[src/rtl/osh_pkg.sv]
package osh_pkg;

    // Sequencer phases. Only LOCK and TIME drive the output high.
    typedef enum logic [1:0] {
        ST_INIT = 2'd0,
        ST_IDLE = 2'd1,
        ST_LOCK = 2'd2,
        ST_TIME = 2'd3
    } osh_state_e;

    // Synchronised trigger pair.
    typedef struct packed {
        logic b;
        logic a;
    } osh_pair_t;

    // Bits needed to hold the values 0 .. n-1.
    function automatic int unsigned osh_bits(input int unsigned n);
        return (n < 2) ? 1 : $clog2(n);
    endfunction

    function automatic int unsigned osh_max3(input int unsigned x,
                                             input int unsigned y,
                                             input int unsigned z);
        int unsigned m;
        m = (x > y) ? x : y;
        return (m > z) ? m : z;
    endfunction

    function automatic logic osh_is_active(input osh_state_e s);
        return (s == ST_LOCK) || (s == ST_TIME);
    endfunction

endpackage

[src/rtl/osh_sync.sv]
module osh_sync #(
    parameter int unsigned STAGES = 2,
    parameter int unsigned N      = 1
) (
    input  logic         clk,
    input  logic         rst,
    input  logic [N-1:0] d,
    output logic [N-1:0] q
);
    logic [STAGES-1:0][N-1:0] chain;

    always_ff @(posedge clk) begin
        if (rst) begin
            chain <= '0;
        end else begin
            chain[0] <= d;
            for (int i = 1; i < STAGES; i++) begin
                chain[i] <= chain[i-1];
            end
        end
    end

    assign q = chain[STAGES-1];
endmodule

[src/rtl/osh_edge_qual.sv]
module osh_edge_qual
    import osh_pkg::*;
#(
    parameter int unsigned SYNC_STAGES = 2
) (
    input  logic clk,
    input  logic rst,
    input  logic a_raw,
    input  logic b_raw,
    output logic trig
);
    osh_pair_t now_s;
    osh_pair_t prev_s;
    osh_pair_t raw_p;
    logic      a_rise;
    logic      b_fall;

    assign raw_p = '{b: b_raw, a: a_raw};

    osh_sync #(
        .STAGES(SYNC_STAGES),
        .N     (2)
    ) u_sync (
        .clk(clk),
        .rst(rst),
        .d  (raw_p),
        .q  (now_s)
    );

    always_ff @(posedge clk) begin
        if (rst) prev_s <= '0;
        else     prev_s <= now_s;
    end

    // The other input's level is taken from the same synchronised sample.
    assign a_rise = now_s.a & ~prev_s.a;
    assign b_fall = ~now_s.b & prev_s.b;
    assign trig   = (a_rise & now_s.b) | (b_fall & ~now_s.a);
endmodule

[src/rtl/osh_seq.sv]
module osh_seq
    import osh_pkg::*;
#(
    parameter int unsigned WIDTH       = 8,
    parameter int unsigned LOCK_CYCLES = 4,
    parameter int unsigned INIT_CYCLES = 8
) (
    input  logic             clk,
    input  logic             rst,
    input  logic             clear_n,
    input  logic             trig,
    input  logic             retrig_en,
    input  logic [WIDTH-1:0] pulse_cycles,
    output osh_state_e       st,
    output logic             active
);
    localparam int unsigned CW = osh_max3(WIDTH, osh_bits(LOCK_CYCLES), osh_bits(INIT_CYCLES));
    localparam logic [CW-1:0] LOCK_LOAD = CW'(LOCK_CYCLES - 1);
    localparam logic [CW-1:0] INIT_LOAD = CW'(INIT_CYCLES - 1);

    typedef struct packed {
        osh_state_e       st;
        logic [CW-1:0]    cnt;
        logic [WIDTH-1:0] len;
    } ctl_t;

    localparam ctl_t CTL_IDLE = '{st: ST_IDLE, cnt: '0, len: '0};
    localparam ctl_t CTL_INIT = '{st: ST_INIT, cnt: INIT_LOAD, len: '0};

    ctl_t             ctl;
    ctl_t             nxt;
    ctl_t             armed;
    logic [WIDTH-1:0] eff_len;
    logic             cnt_done;

    assign eff_len  = (pulse_cycles == '0) ? WIDTH'(1) : pulse_cycles;
    assign armed    = '{st: ST_LOCK, cnt: LOCK_LOAD, len: eff_len};
    assign cnt_done = (ctl.cnt == '0);

    always_comb begin
        nxt = ctl;
        unique case (ctl.st)
            ST_INIT: begin
                if (cnt_done) nxt.st  = ST_IDLE;
                else          nxt.cnt = ctl.cnt - CW'(1);
            end
            ST_IDLE: begin
                if (trig) nxt = armed;
            end
            ST_LOCK: begin
                if (cnt_done) begin
                    nxt.st  = ST_TIME;
                    nxt.cnt = CW'(ctl.len) - CW'(1);
                end else begin
                    nxt.cnt = ctl.cnt - CW'(1);
                end
            end
            ST_TIME: begin
                if (trig && retrig_en) nxt     = armed;
                else if (cnt_done)     nxt.st  = ST_IDLE;
                else                   nxt.cnt = ctl.cnt - CW'(1);
            end
            default: nxt = CTL_IDLE;
        endcase
    end

    always_ff @(posedge clk or negedge clear_n) begin
        if (!clear_n)  ctl <= CTL_IDLE;
        else if (rst)  ctl <= CTL_INIT;
        else           ctl <= nxt;
    end

    assign st     = ctl.st;
    assign active = osh_is_active(ctl.st);
endmodule

[src/rtl/osh_oneshot.sv]
module osh_oneshot
    import osh_pkg::*;
#(
    parameter int unsigned WIDTH       = 8,
    parameter int unsigned LOCK_CYCLES = 4,
    parameter int unsigned INIT_CYCLES = 8,
    parameter int unsigned SYNC_STAGES = 2
) (
    input  logic             clk,
    input  logic             rst,
    input  logic             clear_n,
    input  logic             trig_a,
    input  logic             trig_b,
    input  logic             retrig_en,
    input  logic [WIDTH-1:0] pulse_cycles,
    output logic             q,
    output logic             qn
);
    logic       trig_w;
    logic       active_w;
    osh_state_e st_w;

    osh_edge_qual #(
        .SYNC_STAGES(SYNC_STAGES)
    ) u_edge (
        .clk  (clk),
        .rst  (rst),
        .a_raw(trig_a),
        .b_raw(trig_b),
        .trig (trig_w)
    );

    osh_seq #(
        .WIDTH      (WIDTH),
        .LOCK_CYCLES(LOCK_CYCLES),
        .INIT_CYCLES(INIT_CYCLES)
    ) u_seq (
        .clk         (clk),
        .rst         (rst),
        .clear_n     (clear_n),
        .trig        (trig_w),
        .retrig_en   (retrig_en),
        .pulse_cycles(pulse_cycles),
        .st          (st_w),
        .active      (active_w)
    );

    // Clear gates the output directly, so it takes effect without a clock edge.
    assign q  = active_w & clear_n;
    assign qn = ~q;
endmodule

[config.mk]
export PLATFORM = sky130hd
export DESIGN_NAME = osh_oneshot
export DESIGN_NICKNAME = d
export VERILOG_FILES = /design/src/rtl/osh_pkg.sv /design/src/rtl/osh_sync.sv /design/src/rtl/osh_edge_qual.sv /design/src/rtl/osh_seq.sv /design/src/rtl/osh_oneshot.sv
export SDC_FILE = /design/constraint.sdc
export NUM_CORES = 1
export LEC_CHECK = 0
export ABC_AREA = 1
export CORE_MARGIN = 4
export CORE_UTILIZATION = 60
export CTS_BUF_LIST = sky130_fd_sc_hd__clkbuf_8
export DETAILED_ROUTE_END_ITERATION = 10
export DONT_BUFFER_PORTS = 1
export PLACE_DENSITY = 0.77
export RECOVER_POWER = 100
export SKIP_CTS_REPAIR_TIMING = 1
export SLEW_MARGIN = 20
export SYNTH_ARGS = -nofsm -noshare
export SYNTH_HDL_FRONTEND = slang
export SYNTH_SLANG_ARGS = --single-unit
[constraint.sdc]
create_clock -name clk -period 1.57 [get_ports clk]
set_input_delay 0.157 -clock clk [delete_from_list [all_inputs] [get_ports clk]]
set_output_delay 0.157 -clock clk [all_outputs]
set_load 0.02 [all_outputs]
After elaboration in Yosys (flattened, before gate mapping)
Cells that the tools add are included.
{ "word_totals": {"regBits": 24} }
{ "op_classes": {"addsub": 2, "eq_ne": 6, "muxes": 11, "n_bitwise": 10, "reduce_logical": 8} }
{ "ops": {"columns": ["cell", "count"], "rows": [
  ["$pmux W10 S4", 1],
  ["$mux W18", 2],
  ["$mux W8", 4],
  ["$logic_not A8 Y1", 2],
  ["$pmux W8 S2", 1],
  ["$sub A8 B1 Y8 const B", 2],
  ["$mux W10", 1],
  ["$ne A3 B2 Y1 const B", 3],
  ["$and A1 B1 Y1", 5],
  ["$eq A2 B2 Y1 const B", 2],
  ["$mux W2", 2],
  ["$not A1 Y1", 4],
  ["$reduce_and A3 Y1", 1],
  ["$reduce_bool A3 Y1", 1],
  ["$eq A2 B1 Y1 const B", 1],
  ["$logic_not A2 Y1", 1],
  ["$reduce_and A2 Y1", 1],
  ["$logic_and A1 B1 Y1", 1],
  ["$logic_or A1 B1 Y1", 1],
  ["$or A1 B1 Y1", 1]
]} }

Depth between registers and ports, before layout
{ "logic_depth": {"ltp_word": 8, "depth_mapped": 10} }

Cells and area by module
From an unflattened synthesis, not the netlist that was laid out.
{ "hier_totals": {"cells_unflattened": 217, "area_unflattened_um2": 1508.9} }
{ "by_module_without_submodules": {"columns": ["mod", "n_inst", "cells_per_inst", "area_per_inst_um2", "seq_area_each_um2"], "rows": [
  ["osh_seq", 1, 190, 1298.7, 451.7],
  ["osh_sync", 1, 14, 125.1, 80.1],
  ["osh_edge_qual", 1, 11, 75.1, 40.0],
  ["osh_oneshot", 1, 2, 10.0, 0.0]
]} }

Worst setup path after synthesis
OpenSTA, ideal clock, no wires.
{ "synth_path": {"path_type": "flip-flop to flip-flop", "from": "register u_seq.ctl[8] in the netlist's numbering", "to": "register u_seq.ctl[13] in the netlist's numbering", "arrival_time_ns": 1.306, "path_slack_ns": 0.147, "stages_incl_launch_ff": 10, "n_path_buf": 0, "cell_sequence": "dfrtp_1 -> inv_1 -> ha_1 -> nand3_2 -> nor2_4 -> nand2_1 -> nand3_4 -> inv_2 -> nand3_1 -> nand2_1"} }
{ "synth_between": {"elab_chain_cells": 5} }
{ "synth_rtl": {"columns": ["item", "line_no", "text"], "rows": [
  ["start: declaration", "osh_seq.sv:30", "ctl_t ctl;"],
  ["start signal: assignment", "osh_seq.sv:70", "else ctl <= nxt;"],
  ["$sub A8 B1 Y8 / $logic_not A8 Y1 (equally long branches)", null, null],
  ["$mux W8", "osh_seq.sv:44, osh_seq.sv:60", null],
  ["$mux W10", "osh_seq.sv:59", "if (trig && retrig_en) nxt = armed;"],
  ["$pmux W10 S4 *", "osh_seq.sv:42", "unique case (ctl.st)"],
  ["$mux W18 *", "osh_seq.sv:69", "else if (rst) ctl <= CTL_INIT;"]
]} }
Every way passes the cells marked *; elsewhere a longest branch is shown, timed or not.
A chain may end at the register's enable or synchronous reset.

Worst setup path after layout
{ "layout_path": {"from": "register u_seq.ctl[8] in the netlist's numbering", "to": "register u_seq.ctl[9] in the netlist's numbering"} }
The elaborated chain is that of the path after synthesis.

==> metrics.cfg <==
[sta]
setup_viol = 0
hold_viol = 0
fin_skew_ns = 0.01292
whs_ns = 0.02848
clock.fmax_ghz = 0.6728
fin_crit_ns = 1.486
relSlewSlack_pct = 45.29
period_share_pct = 94.67
slew_viol_final = 0
tightestPinTransition_ns = 0.8179
setup_ws_ns = 0.08360

[clock_tree]
cts_made_buffers = 3
cts_tree = yes
clock-sinks = 24
clk_latency_ns = 0.27
cts-root-buf = clkbuf_8
cts_buffer_depth = 2
cts.reportedPaths.clkPinSlew_ns = 0.09
htreeDepth = 1

[setup_path]
critPathArrivalTime_ns = 1.64
end_kind = register
worst_ep_required_time_ns = 1.72
path_class = reg -> reg
cp_max_fo = 4
start_kind = register

[route]
final_antenna_net_count = 0
firstDrtPassIters = 4
via_per_inst = 5.458
finalWirelength_um = 3150
drc = 0
dr.first_iter.drc_count = 68
vias = 1359
routedWlPerCell_um = 12.65

[final_layout]
multi_input_area_um2 = 805.8
final_cell_mix = 48 x nand2_1, 29 x inv_1, 23 x nand3_1
postLayoutCoreUtil_pct = 73.26
seq_area_um2 = 571.8
syn2layout_area_growth_pct = 12.08
drive_gt1_share_pct = 17.19
nFillCells = 177
layout_commonest_cell = nand2_1
final_cells = 249
layout.nets = 238
diodes = 0

[floorplan]
start_util_pct = 65.36
die_w_um = 58.03
die_area_um2 = 3367
coreArea_um2 = 2297
die_h_um = 58.03
rows = 17
io_pins = 16

[global_routing]
grt_pass1_vias = 1262
antenna_found_initial = 0
grt_pass1_wl_um = 5140
overflow = 0
track_usage_pct = 19.40
grt_max_degree = 20

[logic_synthesis]
syn-cell-area_um2 = 1501
ys_ff_latch = 24
avgSynthCellArea_um2 = 7.184
synth.distinct_cells = 32
synthCells = 209
ys_seq_area_share_pct = 38.08
synth_edf_count = 0
ys.flop_type = dfrtp_1
synth_nets = 225
synthArstFlopShare_pct = 75.00
ys_warn_count = 0

[power_and_ir_drop]
power_density_nw_per_um2 = 1455
peakVddDrop_v = 0.0009149
p_leak_nw = 0.8228

[placed_design]
dp_hpwl_um = 2274
dp.cells = 239
port_buffers = 0
place_ws_ns = 0.02466
gp_congestion = 0.9095

[min_path]
hold_path.class = in -> reg

[outcome]
status = completed

[job]
max-cap-violations = 0

final timing paths:
path | from | end | slack (ns) | cells after the start
setup reg to reg | u_seq.ctl[8]$_DFFE_PN0P_ | u_seq.ctl[9]$_DFFE_PN0P_ | 0.08 | 9
hold reg to reg | u_edge.u_sync.chain[0]$_SDFF_PP0_ | u_edge.u_sync.q[0]$_SDFF_PP0_ | 0.41 | 2
min in group asynchronous | clear_n | u_seq.st[1]$_DFFE_PN0P_ | 0.42 | 1
hold / removal | pulse_cycles[2] | u_seq.ctl[2]$_DFFE_PN0P_ | 0.03 | 2
setup / recovery | u_seq.ctl[8]$_DFFE_PN0P_ | u_seq.ctl[9]$_DFFE_PN0P_ | 0.08 | 9
max in group asynchronous | clear_n | u_seq.ctl[4]$_DFFE_PN0P_ | 0.63 | 1
synth_stat cells (3+ instances only):
master / instances / share of area [%]
dfrtp_1: 17 / 28
inv_2: 3 / 0.75
nand3_1: 23 / 7.7
dfxtp_1: 6 / 8.0
nand2_2: 7 / 2.9
a21oi_1: 8 / 2.7
inv_1: 30 / 7.5
o21ai_0: 8 / 2.7
nor2_1: 22 / 5.5
nand2_1: 51 / 13
nor3_1: 3 / 1.0
metal layers:
metal / global-route usage, % / wire length (um)
met3: 4.677 / 227
met1: 23.78 / 1366
met2: 32.58 / 1504
met4: 7.947 / 52
met5: 0 / 0
area by class of cell:
cell class	instances	area share [%]
Sequential cell	24	33.98
Inverter	35	8.178
Tap cell	28	2.082
Timing Repair Buffer	9	4.610
Clock buffer	4	3.271
Multi-Input combinational cell	149	47.88
sequential cells by signal (all words and copies together) (netlist names):
| register | count |
|---|---|
| u_edge.prev_s | 2 |
| u_edge.u_sync.chain | 2 |
| u_edge.u_sync.q | 2 |
| u_seq.ctl | 16 |
| u_seq.st | 2 |
power breakdown:
group	leakage, nW	internal (mW)	switching [mW]	total (mW)
Sequential	0.282	0.745	0.123	0.869
Combinational	0.512	0.428	0.735	1.16
Clock	0.0288	0.224	0.193	0.416
kinds of logic (layout without fill, tap and decap cells):
family / after synthesis / count (layout) / share of synthesized area, %
buffers and inverters: 37 / 48 / 10.67
AND/OR/NAND/NOR: 118 / 119 / 38.00
flip-flops: 24 / 24 / 38.08
adder cells (fa/ha/maj): 2 / 2 / 1.666
AO/OA/AOI/OAI: 24 / 24 / 9.250
XOR/XNOR: 4 / 4 / 2.334
critical path, cell delays in order, from the launching register on:
cell	delay, ns
dfrtp_1	0.41
inv_2	0.09
ha_4	0.17
nand2_1	0.07
nor2_2	0.12
nand2_2	0.10
o21ai_0	0.22
nand2_1	0.07
nand2_1	0.07
a21oi_1	0.05
per-stage QoR:
step                      power, mW  area [um^2]    TNS, ns
after global placement        1.909         1544          0
after global routing          2.668         1683  -0.001282
after CTS                     2.351         1599          0
final                         2.448         1683          0
after detailed placement      1.936         1544          0
after floorplan               1.710         1501          0
No activity file was read; power rests on OpenSTA's default activity.
